**src/rtl/ipc_mu_pkg.sv**
```systemverilog
`timescale 1ns/1ps
package ipc_mu_pkg;
  localparam int NCH = 4;           // channels per direction (power of two)
  localparam int DW  = 32;
  localparam int AW  = 6;           // byte address width
  localparam int WW  = AW - 2;      // word index width
  localparam int CW  = $clog2(NCH);

  // field bases; channel n sits at base + (NCH-1-n)
  localparam int GP_BASE  = 28;
  localparam int RF_BASE  = 24;
  localparam int TE_BASE  = 20;
  localparam int GR_BASE  = 16;
  localparam int PEER_RST = 9;

  localparam logic [WW-1:0] W_STAT = WW'(2*NCH);
  localparam logic [WW-1:0] W_CTRL = WW'(2*NCH + 1);

  function automatic logic [NCH-1:0] mirror(input logic [NCH-1:0] v);
    logic [NCH-1:0] r;
    for (int i = 0; i < NCH; i++) r[i] = v[NCH-1-i];
    return r;
  endfunction
endpackage

```
**src/rtl/ipc_mu_mailbox.sv**
```systemverilog
`timescale 1ns/1ps
module ipc_mu_mailbox #(
  parameter int DW = 32
) (
  input  logic          clk_i,
  input  logic          rst_ni,
  input  logic          wr_i,
  input  logic [DW-1:0] wdata_i,
  input  logic          rd_i,
  output logic [DW-1:0] data_o,
  output logic          full_o
);
  always_ff @(posedge clk_i or negedge rst_ni) begin
    if (!rst_ni) begin
      data_o <= '0;
      full_o <= 1'b0;
    end else if (wr_i) begin
      data_o <= wdata_i;   // write wins over a same-cycle drain
      full_o <= 1'b1;
    end else if (rd_i) begin
      full_o <= 1'b0;
    end
  end


  mbx_set_chk: assert property (@(posedge clk_i) disable iff (!rst_ni)
    wr_i |=> (full_o && data_o == $past(wdata_i)));

  mbx_clr_chk: assert property (@(posedge clk_i) disable iff (!rst_ni)
    (rd_i && !wr_i) |=> !full_o);
endmodule

```
**src/rtl/ipc_mu_side.sv**
```systemverilog
`timescale 1ns/1ps
module ipc_mu_side
  import ipc_mu_pkg::*;
(
  input  logic                    clk_i,
  input  logic                    rst_ni,
  input  logic                    peer_rst_ni,
  input  logic                    req_i,
  input  logic                    we_i,
  input  logic [AW-1:0]           addr_i,
  input  logic [DW-1:0]           wdata_i,
  output logic [DW-1:0]           rdata_o,
  output logic                    irq_o,
  output logic [NCH-1:0]          tx_wr_o,
  output logic [NCH-1:0]          rx_rd_o,
  input  logic [NCH-1:0][DW-1:0]  tx_data_i,
  input  logic [NCH-1:0]          tx_full_i,
  input  logic [NCH-1:0][DW-1:0]  rx_data_i,
  input  logic [NCH-1:0]          rx_full_i,
  output logic [NCH-1:0]          gir_o,
  input  logic [NCH-1:0]          gp_ack_i,
  input  logic [NCH-1:0]          gp_req_i,
  output logic [NCH-1:0]          gp_ack_o
);
  logic [WW-1:0]  word;
  logic           wr, rd, ctrl_wr, stat_wr;
  logic           unused_lsb;
  logic [NCH-1:0] gie_q, rie_q, tie_q, gir_q, pend_q;
  logic [NCH-1:0] gir_set, gp_clr;
  logic [DW-1:0]  stat_w, ctrl_w;

  assign word       = addr_i[AW-1:2];
  assign unused_lsb = ^addr_i[1:0];
  assign wr         = req_i & we_i;
  assign rd         = req_i & ~we_i;
  assign ctrl_wr    = wr && (word == W_CTRL);
  assign stat_wr    = wr && (word == W_STAT);

  for (genvar n = 0; n < NCH; n++) begin : g_dec
    assign tx_wr_o[n] = wr && (word == WW'(n));
    assign rx_rd_o[n] = rd && (word == WW'(NCH + n));
  end

  assign gir_set  = ctrl_wr ? mirror(wdata_i[GR_BASE +: NCH]) : '0;
  assign gp_clr   = stat_wr ? mirror(wdata_i[GP_BASE +: NCH]) : '0;
  assign gp_ack_o = gp_req_i & ~pend_q;   // deliver only into a free pending bit
  assign gir_o    = gir_q;

  always_ff @(posedge clk_i or negedge rst_ni) begin
    if (!rst_ni) begin
      gie_q  <= '0;
      rie_q  <= '0;
      tie_q  <= '0;
      gir_q  <= '0;
      pend_q <= '0;
    end else begin
      if (ctrl_wr) begin
        gie_q <= mirror(wdata_i[GP_BASE +: NCH]);
        rie_q <= mirror(wdata_i[RF_BASE +: NCH]);
        tie_q <= mirror(wdata_i[TE_BASE +: NCH]);
      end
      gir_q  <= (gir_q & ~gp_ack_i) | gir_set;
      pend_q <= (pend_q & ~gp_clr) | gp_ack_o;
    end
  end

  always_comb begin
    stat_w = '0;
    stat_w[GP_BASE +: NCH] = mirror(pend_q);
    stat_w[RF_BASE +: NCH] = mirror(rx_full_i);
    stat_w[TE_BASE +: NCH] = mirror(~tx_full_i);
    stat_w[PEER_RST]       = ~peer_rst_ni;
    ctrl_w = '0;
    ctrl_w[GP_BASE +: NCH] = mirror(gie_q);
    ctrl_w[RF_BASE +: NCH] = mirror(rie_q);
    ctrl_w[TE_BASE +: NCH] = mirror(tie_q);
    ctrl_w[GR_BASE +: NCH] = mirror(gir_q);
  end

  always_ff @(posedge clk_i or negedge rst_ni) begin
    if (!rst_ni) begin
      rdata_o <= '0;
    end else if (rd) begin
      if (word[WW-1:CW] == '0)                rdata_o <= tx_data_i[word[CW-1:0]];
      else if (word[WW-1:CW] == (WW-CW)'(1))  rdata_o <= rx_data_i[word[CW-1:0]];
      else if (word == W_STAT)                rdata_o <= stat_w;
      else if (word == W_CTRL)                rdata_o <= ctrl_w;
      else                                    rdata_o <= '0;
    end
  end

  assign irq_o = |(pend_q & gie_q) | |(rx_full_i & rie_q) | |(~tx_full_i & tie_q);


  irq_mask_chk: assert property (@(posedge clk_i) disable iff (!rst_ni)
    (ctrl_wr && wdata_i[GP_BASE +: NCH] == '0 && wdata_i[RF_BASE +: NCH] == '0
     && wdata_i[TE_BASE +: NCH] == '0) |=> !irq_o);

  for (genvar n = 0; n < NCH; n++) begin : g_chk

    gir_clr_chk: assert property (@(posedge clk_i) disable iff (!rst_ni)
      (gp_ack_i[n] && !gir_set[n]) |=> !gir_q[n]);

    pend_clr_chk: assert property (@(posedge clk_i) disable iff (!rst_ni)
      (gp_clr[n] && pend_q[n]) |=> !pend_q[n]);

    pend_hold_chk: assert property (@(posedge clk_i) disable iff (!rst_ni)
      (gp_req_i[n] && pend_q[n] && !gp_clr[n]) |=> pend_q[n]);
  end
endmodule

```
**src/rtl/ipc_msg_unit.sv**
```systemverilog
`timescale 1ns/1ps
module ipc_msg_unit
  import ipc_mu_pkg::*;
(
  input  logic          clk_i,
  input  logic          a_rst_ni,
  input  logic          b_rst_ni,
  input  logic          a_req_i,
  input  logic          a_we_i,
  input  logic [AW-1:0] a_addr_i,
  input  logic [DW-1:0] a_wdata_i,
  output logic [DW-1:0] a_rdata_o,
  output logic          a_irq_o,
  input  logic          b_req_i,
  input  logic          b_we_i,
  input  logic [AW-1:0] b_addr_i,
  input  logic [DW-1:0] b_wdata_i,
  output logic [DW-1:0] b_rdata_o,
  output logic          b_irq_o
);
  logic                   mbx_rst_n;
  logic [NCH-1:0]         a_tx_wr, a_rx_rd, b_tx_wr, b_rx_rd;
  logic [NCH-1:0][DW-1:0] ab_data, ba_data;
  logic [NCH-1:0]         ab_full, ba_full;
  logic [NCH-1:0]         a_gir, b_gir, a_ack, b_ack;

  // either side in reset empties both directions
  assign mbx_rst_n = a_rst_ni & b_rst_ni;

  for (genvar n = 0; n < NCH; n++) begin : g_mbx
    ipc_mu_mailbox #(.DW(DW)) u_ab (
      .clk_i(clk_i), .rst_ni(mbx_rst_n),
      .wr_i(a_tx_wr[n]), .wdata_i(a_wdata_i), .rd_i(b_rx_rd[n]),
      .data_o(ab_data[n]), .full_o(ab_full[n]));
    ipc_mu_mailbox #(.DW(DW)) u_ba (
      .clk_i(clk_i), .rst_ni(mbx_rst_n),
      .wr_i(b_tx_wr[n]), .wdata_i(b_wdata_i), .rd_i(a_rx_rd[n]),
      .data_o(ba_data[n]), .full_o(ba_full[n]));
  end

  ipc_mu_side u_side_a (
    .clk_i(clk_i), .rst_ni(a_rst_ni), .peer_rst_ni(b_rst_ni),
    .req_i(a_req_i), .we_i(a_we_i), .addr_i(a_addr_i), .wdata_i(a_wdata_i),
    .rdata_o(a_rdata_o), .irq_o(a_irq_o),
    .tx_wr_o(a_tx_wr), .rx_rd_o(a_rx_rd),
    .tx_data_i(ab_data), .tx_full_i(ab_full),
    .rx_data_i(ba_data), .rx_full_i(ba_full),
    .gir_o(a_gir), .gp_ack_i(b_ack), .gp_req_i(b_gir), .gp_ack_o(a_ack));

  ipc_mu_side u_side_b (
    .clk_i(clk_i), .rst_ni(b_rst_ni), .peer_rst_ni(a_rst_ni),
    .req_i(b_req_i), .we_i(b_we_i), .addr_i(b_addr_i), .wdata_i(b_wdata_i),
    .rdata_o(b_rdata_o), .irq_o(b_irq_o),
    .tx_wr_o(b_tx_wr), .rx_rd_o(b_rx_rd),
    .tx_data_i(ba_data), .tx_full_i(ba_full),
    .rx_data_i(ab_data), .rx_full_i(ab_full),
    .gir_o(b_gir), .gp_ack_i(a_ack), .gp_req_i(a_gir), .gp_ack_o(b_ack));
endmodule

```
**config.mk**
```make
export PLATFORM = sky130hd
export DESIGN_NAME = ipc_msg_unit
export DESIGN_NICKNAME = d
export VERILOG_FILES = /design/src/rtl/ipc_mu_pkg.sv /design/src/rtl/ipc_mu_mailbox.sv /design/src/rtl/ipc_mu_side.sv /design/src/rtl/ipc_msg_unit.sv
export SDC_FILE = /design/constraint.sdc
export NUM_CORES = 1
export LEC_CHECK = 0
export ABC_AREA = 1
export BUFFER_PORTS_ARGS = -buffer_cell sky130_fd_sc_hd__buf_2
export CAP_MARGIN = 20
export CELL_PAD_IN_SITES_DETAIL_PLACEMENT = 0
export CELL_PAD_IN_SITES_GLOBAL_PLACEMENT = 2
export CORE_ASPECT_RATIO = 1.5
export CORE_MARGIN = 3
export CORE_UTILIZATION = 34
export DETAILED_ROUTE_END_ITERATION = 16
export PLACE_DENSITY_LB_ADDON = 0.1
export RECOVER_POWER = 25
export REMOVE_ABC_BUFFERS = 1
export SYNTH_ARGS = -nofsm -noshare
export SYNTH_HDL_FRONTEND = slang
export SYNTH_SLANG_ARGS = --single-unit
```
**constraint.sdc**
```tcl
create_clock -name clk_i -period 11 [get_ports clk_i]
set_input_delay 1.1 -clock clk_i [delete_from_list [all_inputs] [get_ports clk_i]]
set_output_delay 1.1 -clock clk_i [all_outputs]
set_load 0.03 [all_outputs]
```
Word-level counts from Yosys, hierarchy flattened
Cells that the tools add are included.
Widths: inputs -> output; s select.

word-level totals
  flip-flop bits (word level) = 368
  output and inout bits = 66

cells by class
  order comparisons = 2
  bitwise logic cells = 37
  reduce and logical (&&, ||, !) cells = 38
  eq/ne operators = 20
  multiplexer cells = 36

operators with widths
  kind                number
  $mux 32             12
  $bmux 32 s2         4
  $and 4x4->4         12
  $eq 4x3->1 const B  8
  $not 4->4           8
  $reduce_or 4->1     6
  $logic_and 1x1->1   20
  $eq 4x2->1 const B  4
  $eq 4x4->1 const B  4
  $mux 1              16
  $mux 4              4
  $or 4x4->4          4
  $reduce_bool 2->1   8
  $eq 4x1->1 const B  2
  $logic_not 4->1     2
  $lt 2x3->1 const B  2
  $and 1x1->1         5
  $eq 2x1->1 const B  2
  $logic_not 2->1     2
  $not 1->1           4
  $or 1x1->1          4

Depth between registers and ports, before layout
Gate-level depths: netlist of the first run.

  depth after elaboration = 6
  gate-level depth with buffers = 11
  mapped depth without buffers = 9

Hierarchy
From an unflattened synthesis of the first run, not the netlist that was laid out.

second synthesis, totals
  cells, all modules = 2704
  area, all modules = 19836.5 um^2

by module, submodules not included
  module          cells an instance  instances  area each (um^2)
  ipc_mu_mailbox  140                8          1326.3
  ipc_mu_side     791                2          4609.4
  ipc_msg_unit    2                  1          7.5

Worst setup path before layout of the first run
No wires, ideal clock.

  path kind = input port to flip-flop
  from = in a_addr_i[3]
  to = reg g_mbx[2].u_ab.data_o[9]
  library setup time = 0.130 ns
  arrival time = 2.002 ns
  slack = 8.868 ns
  stages on the path = 8
  path buffers = 3
  data required time = 10.870 ns
  cells stage by stage = buf_2 inv_2 nor2_4 nand2_1 buf_2 buf_2 nand2_1 o21ai_0

on the way
  cells in the longest elaborated chain, start to end = 2

RTL lines
  element                 line                  source
  start: declaration      ipc_msg_unit.sv:10    input logic [AW-1:0] a_addr_i,
  $eq 4x2->1              ipc_mu_side.sv:40     assign tx_wr_o[n] = wr && (word == WW'(n));
  $logic_and 1x1->1       ipc_mu_side.sv:40
  end signal: assignment  ipc_mu_mailbox.sv:18  data_o <= wdata_i;
  end: declaration        ipc_mu_mailbox.sv:10  output logic [DW-1:0] data_o,

Every way passes these cells.
A chain may end at the register's enable or synchronous reset.

==> flow_metrics.py, run 1 <==
metrics = {
    "timing": {
        "fin_crit_ps": 5950,
        "fin_tns_setup_ps": 0,
        "maxSlewViolCount": 137,
        "setup_viol": 0,
        "tightest_slew_ps": 4170,
        "period_share_pct": 54.0,
        "clock_skew_ps": 16.4,
        "rsz0062_at_grt": "no",
        "fmax_ghz": 0.168,
        "hold_viol_final": 0,
        "timing.slew.headroom_pct": -178,
    },
    "setup_path": {
        "critPathLaunchType": "primary input",
        "r2r_end": "u_side_b.rdata_o[5]",
        "r2r_cells": 8,
        "arrival_ps": 6530,
        "timing.rr.start": "g_mbx[1].u_ab.data_o[5]",
        "setup.worst_path.class": "primary input to async pin",
        "critPathCaptureType": "async pin",
        "critPathRequiredTime_ps": 11580,
        "regToRegSetupSlack_ps": 9690,
        "crit_fanout": 102,
    },
    "floorplan": {
        "coreArea_sq_um": 56900,
        "io_pins": 149,
        "die_area_sq_um": 60600,
        "die-width_um": 202,
        "dieHeight_um": 300,
        "rows": 107,
        "initial_core_util_pct": 34.4,
    },
    "power_and_ir_drop": {
        "seq_power_share_pct": 44.0,
        "pwr-share-comb_pct": 19.8,
        "pwr-share-clk_pct": 36.1,
        "ir_worst_vdd_uv": 102,
        "p_sw_mw": 1.32,
        "power_leakage_nw": 11.5,
        "p_total_mw": 3.99,
        "p_int_mw": 2.68,
        "power.share.switching_pct": 33.0,
        "powerDensity_nw_per_um2": 181,
    },
    "drt": {
        "vias_per_cell": 4.97,
        "wirelength_mm": 77.2,
        "drtIter0Drc": 1202,
        "vias": 18400,
        "wl_per_cell_um": 20.8,
        "remaining_drc_errors": 0,
        "detail-route-antenna-nets": 0,
        "dr.pass1.iters": 5,
    },
    "synthesis": {
        "syn_area_sq_um": 19600,
        "postSynthCellCount": 2862,
        "ys_seq_elements": 368,
        "ys_seq_area_share_pct": 47.0,
        "ys_types": 28,
        "syn_area_per_cell_sq_um": 6.85,
        "synth_warnings": 0,
    },
    "final_layout": {
        "final_common_cell": "nand2_1",
        "antenna_cells": 0,
        "final_cell_mix": "1478 x nand2_1, 368 x dfrtp_1, 251 x o21ai_0",
        "syn2layout_area_growth_pct": 12.5,
        "drive_above_1_share_pct": 7.24,
        "nets": 2992,
        "fillers": 6316,
    },
    "worst_hold_path": {
        "hp-start": "u_side_a.rdata_o[11]",
        "whs_endpoint": "u_side_a.rdata_o[11]",
        "hold_class": "flop to flop",
        "whs_path_depth": 2,
    },
    "clock_network": {
        "post_cts_buffers": 0,
        "cts.sinks": 368,
        "cts.path.max_buffers": 3,
        "cts_buffers": 43,
        "cts_max_level": 2,
        "cts.clk_slew.worst_paths_ps": 50,
        "clk-insertion-delay-late_ps": 580,
        "cts_tree": "yes",
        "cts_root_buffer": "clkbuf_16",
        "cts_resized": 0,
        "hold_buffers": 0,
    },
    "grt": {
        "grt_use_total_pct": 25.5,
        "antenna_found_initial": 1,
        "grt_pass1_vias": 18300,
        "grt_max_degree": 103,
        "grt_overflow_total": 0,
        "grt_pass1_wl_mm": 116,
    },
    "placed_design": {
        "io_buffers": 144,
        "hpwlAfterDp_mm": 46.1,
        "gp_congestion": 0.827,
    },
    "status": {
        "violations": "capacitance limit, slew limit",
        "outcome": "finished with violations",
    },
    "job": {
        "cap_violations": 4,
    },
}
[stage by stage]
stage	hold slack, ps	instance area, sq um	util [%]	setup slack, ps	std cells
global route	505	22000	38.7	4220	3705
detailed placement	461	20800	36.5	6840	3627
CTS	386	22100	38.9	7440	3705
floorplan	453	18800	-	2610	2692
global placement	459	20800	36.5	6870	3627
finish	478	22000	38.7	5050	3705
[worst max path at each step]
stage                           start                 endpoint  cells past startpoint
final                        a_rst_ni  g_mbx[0].u_ab.data_o[9]                      4
after global routing         a_rst_ni  g_mbx[0].u_ab.data_o[9]                      4
after CTS                 b_addr_i[3]        u_side_b.gir_o[1]                      8
after detailed placement  b_addr_i[3]        u_side_b.gir_o[1]                      8
after global placement    b_addr_i[3]        u_side_b.rie_q[0]                      9
after floorplan              b_rst_ni  g_mbx[0].u_ab.data_o[0]                      2
[per-layer routing]
metal	share of wire, %	GRT usage [%]	vias to the layer above	wire (um)
met3	3.9	2.72	132	3050
li1	-	-	8974	-
met5	0.017	0	-	13
met4	4.0	9.78	2	3120
met2	50	46.3	462	38900
met1	42	31.0	8838	32100
[logic make-up after synthesis]
kind of cell,synth area share [%]
AND/OR/NAND/NOR,33.7
AO/OA/AOI/OAI,11.3
flip-flops,47.0
buffers and inverters,7.99
[sequential cells by signal, summed over array words and instances, names as in the netlist]
name,cells
g_mbx.u_ab.data_o,128
g_mbx.u_ab.full_o,4
g_mbx.u_ba.data_o,128
g_mbx.u_ba.full_o,4
u_side_a.gie_q,4
u_side_a.gir_o,4
u_side_a.pend_q,4
u_side_a.rdata_o,32
u_side_a.rie_q,4
u_side_a.tie_q,4
u_side_b.gie_q,4
u_side_b.gir_o,4
u_side_b.pend_q,4
u_side_b.rdata_o,32
u_side_b.rie_q,4
u_side_b.tie_q,4
[power by group through the flow]
stage | clock [mW] | sequential, mW | combinational (mW)
2_1_floorplan | 0 | 1.80 | 0.478
3_3_place_gp | 0 | 1.77 | 0.802
3_5_place_dp | 0 | 1.78 | 0.812
4_1_cts | 1.48 | 1.76 | 0.814
5_1_grt | 1.53 | 1.79 | 0.913
6_report | 1.44 | 1.76 | 0.792
[area by class of cell]
type                       instances  area, sq um  share of cell area (%)
timing repair buffer             172          857                    3.89
tap                              763          955                    4.33
clock inverter                    11          116                   0.528
sequential                       368         9210                    41.8
inverter                         194          736                    3.34
clock buffer                      67         1260                    5.70
multi-input combinational       2130         8900                    40.4
[worst max-delay path: stages]
cell and delay [ps]:
clkbuf_1 2860, nand2_1 670, inv_8 910, buf_4 810
[cell usage after synthesis]
cell	count	area share [%]
o21ai_0	251	6.4
nand3_1	89	2.3
dfrtp_1	368	47
a22oi_1	1	0.038
clkbuf_2	3	0.077
o21ai_1	165	4.2
a21oi_1	8	0.20
a221oi_1	2	0.089
buf_2	90	2.3
nand4_1	1	0.032
buf_6	2	0.11
inv_2	7	0.13
or2_2	14	0.45
inv_1	187	3.6
nand2_1	1486	28
nor2_1	81	1.6
nand3_4	2	0.18
a211oi_1	1	0.038
clkbuf_1	46	0.88
buf_1	11	0.21
nor2_4	6	0.34
o22ai_1	5	0.16
o31ai_1	2	0.077
buf_4	18	0.69
nor3_1	8	0.20
a31oi_1	2	0.064
a22o_1	1	0.045
nor2_2	5	0.16
No activity file was read; power rests on OpenSTA's default activity.
==> run 2: changes to the inputs <==
- CORE_UTILIZATION: 34 -> 31
- clock period: 11 -> 5.45 ns (I/O delays scaled with it)
==> run 2 against run 1 <==
The flow still finishes with violations (capacitance limit, slew limit); critical path depth up 2; critical endpoint is now g_mbx[0].u_ab.data_o[3]; combinational power up 110%; final area up 1.2%; via count up 0.88%; die area up 9.4%.
==> flow_metrics.py, run 2 (synthesized netlist as in run 1, its figures left out) <==
metrics = {
    "timing": {
        "rsz0062_at_grt": "no",
        "tightest_slew_ps": 2050,
        "timing.slew.headroom_pct": -36.9,
        "worst_slack_ps": 1760,
        "fmax_ghz": 0.271,
        "maxSlewViolCount": 23,
        "holdWs_ps": 195,
        "fin_tns_setup_ps": 0,
        "setup_viol": 0,
        "hold_viol_final": 0,
        "fin_crit_ps": 3690,
        "clock_skew_ps": 21.6,
        "period_share_pct": 67.8,
    },
    "worst_hold_path": {
        "hold_class": "primary input to flop",
        "hp-start": "a_wdata_i[30]",
    },
    "power_and_ir_drop": {
        "powerDensity_nw_per_um2": 371,
        "ir_worst_vdd_uv": 193,
        "power_leakage_nw": 11.8,
    },
    "grt": {
        "grt_overflow_total": 0,
        "antenna_found_initial": 0,
        "grt_use_total_pct": 24.2,
        "grt_pass1_vias": 18600,
        "grt_pass1_wl_mm": 119,
        "grt_max_degree": 90,
    },
    "final_layout": {
        "fillers": 6754,
        "nets": 3002,
        "ff_latch_area_sq_um": 9210,
        "syn2layout_area_growth_pct": 13.9,
        "reg_top3": "g_mbx.u_ab.data_o: 128 flops, g_mbx.u_ba.data_o: 128 flops",
        "final_common_cell": "nand2_1",
        "drive_above_1_share_pct": 9.22,
        "multi_input_area_sq_um": 8900,
        "final_cell_area_sq_um": 22300,
        "utilization_pct": 35.8,
        "antenna_cells": 0,
        "final_cell_mix": "1478 x nand2_1, 368 x dfrtp_1, 251 x o21ai_0",
    },
    "setup_path": {
        "crit_family": "simple AND/OR/NAND/NOR gates",
        "timing.rr.start": "g_mbx[0].u_ab.data_o[29]",
        "cpMostUsedCell": "clkbuf_1",
        "setup.worst_path.class": "primary input to flop",
        "cp-startpoint": "a_addr_i[3]",
        "critPathLaunchType": "primary input",
        "critPathRequiredTime_ps": 5850,
        "critPathCaptureType": "flop",
        "path_cells": "clkbuf_1 -> nor2_1 -> clkbuf_1 -> nand2_4 -> nand2_1 -> o21ai_0",
        "slowest_stage": "nor2_1",
        "cp.buffers_inverters": 2,
        "crit_fanout": 65,
        "arrival_ps": 4090,
        "max_stage_delay_ps": 1160,
    },
    "clock_network": {
        "cts.clk_slew.worst_paths_ps": 60,
        "cts_tree": "yes",
        "cts_max_level": 2,
        "clk-insertion-delay-late_ps": 570,
        "cts_root_buffer": "clkbuf_16",
        "cts.sinks": 368,
        "cts_buffers": 43,
        "cts.path.max_buffers": 3,
    },
    "drt": {
        "vias_per_cell": 4.95,
        "detail-route-antenna-nets": 0,
        "drtIter0Drc": 1236,
        "remaining_drc_errors": 0,
        "dr.pass1.iters": 5,
        "wirelength_mm": 80.7,
        "wl_per_cell_um": 21.5,
        "vias": 18600,
    },
    "floorplan": {
        "io_pins": 149,
        "coreArea_sq_um": 62400,
        "initial_core_util_pct": 31.4,
        "dieHeight_um": 314,
        "rows": 112,
        "die-width_um": 211,
        "die_area_sq_um": 66300,
    },
    "placed_design": {
        "io_buffers": 144,
        "dpl_worst_slack_ps": 2190,
        "gp_congestion": 0.828,
        "hpwlAfterDp_mm": 50.3,
        "place_area_sq_um": 20900,
    },
    "job": {
        "cap_violations": 1,
    },
    "status": {
        "violations": "capacitance limit, slew limit",
        "outcome": "finished with violations",
    },
}
[run 2: cell types whose count changed in the layout (fill, tap and decap cells not counted), sizes merged, moves of 2 or more]
cell and delta:
clkinv +5, clkbuf -48, buf +52, bufinv +2
inv -4
[run 2: repair_timing]
item,CTS,global route
gates resized for setup,0,0
setup buffers,0,0
endpoints found under the hold margin,14,0
hold buffers,1,0
[run 2: power breakdown]
part,total (mW),switching [mW],internal (mW)
combinational,1.63,1.10,0.533
sequential,3.56,0.350,3.21
clock,3.09,1.25,1.84
[run 2: final timing paths]
kind                                            endpoint  slack [ps]  depth (start not counted)
worst max-delay path             g_mbx[0].u_ab.data_o[3]        1760                          6
worst min-delay path                  u_side_a.pend_q[1]         190                          2
worst max register to register      u_side_b.rdata_o[29]        4060                          8
worst min register to register      u_side_b.rdata_o[18]         480                          2
max in group asynchronous       g_mbx[2].u_ba.data_o[21]        2440                          5
min in group asynchronous        g_mbx[3].u_ba.data_o[9]         260                          3
[run 2: final cells by class]
cell class                      count  area share, %
Clock buffer                       62           5.83
Clock inverter                     15          0.796
Inverter                          194           3.30
Multi-Input combinational cell   2130           39.9
Sequential cell                   368           41.3
Tap cell                          798           4.48
Timing Repair Buffer              182           4.44
[run 2: stage by stage]
step,power (mW),instances
finish,8.28,3749
global route,8.77,3749
CTS,8.40,3749
detailed placement,5.26,3671
global placement,5.23,3671
floorplan,4.59,2692
[run 2: routing by layer]
layer	vias up	global-route usage, %	share of wire [%]
met3	164	2.74	3.9
met2	465	42.6	49
met1	8949	29.1	41
li1	8992	-	-
met4	0	12.4	5.7
met5	-	0	0
[run 2: worst reg2reg max path, stage by stage (launching register included)]
cell and delay, ps:
dfrtp_1 400, nand2_1 70, nand2_1 70, nand2_1 60, nand2_1 60, nand2_1 290, nand3_1 200, nand2_1 90
inv_1 40
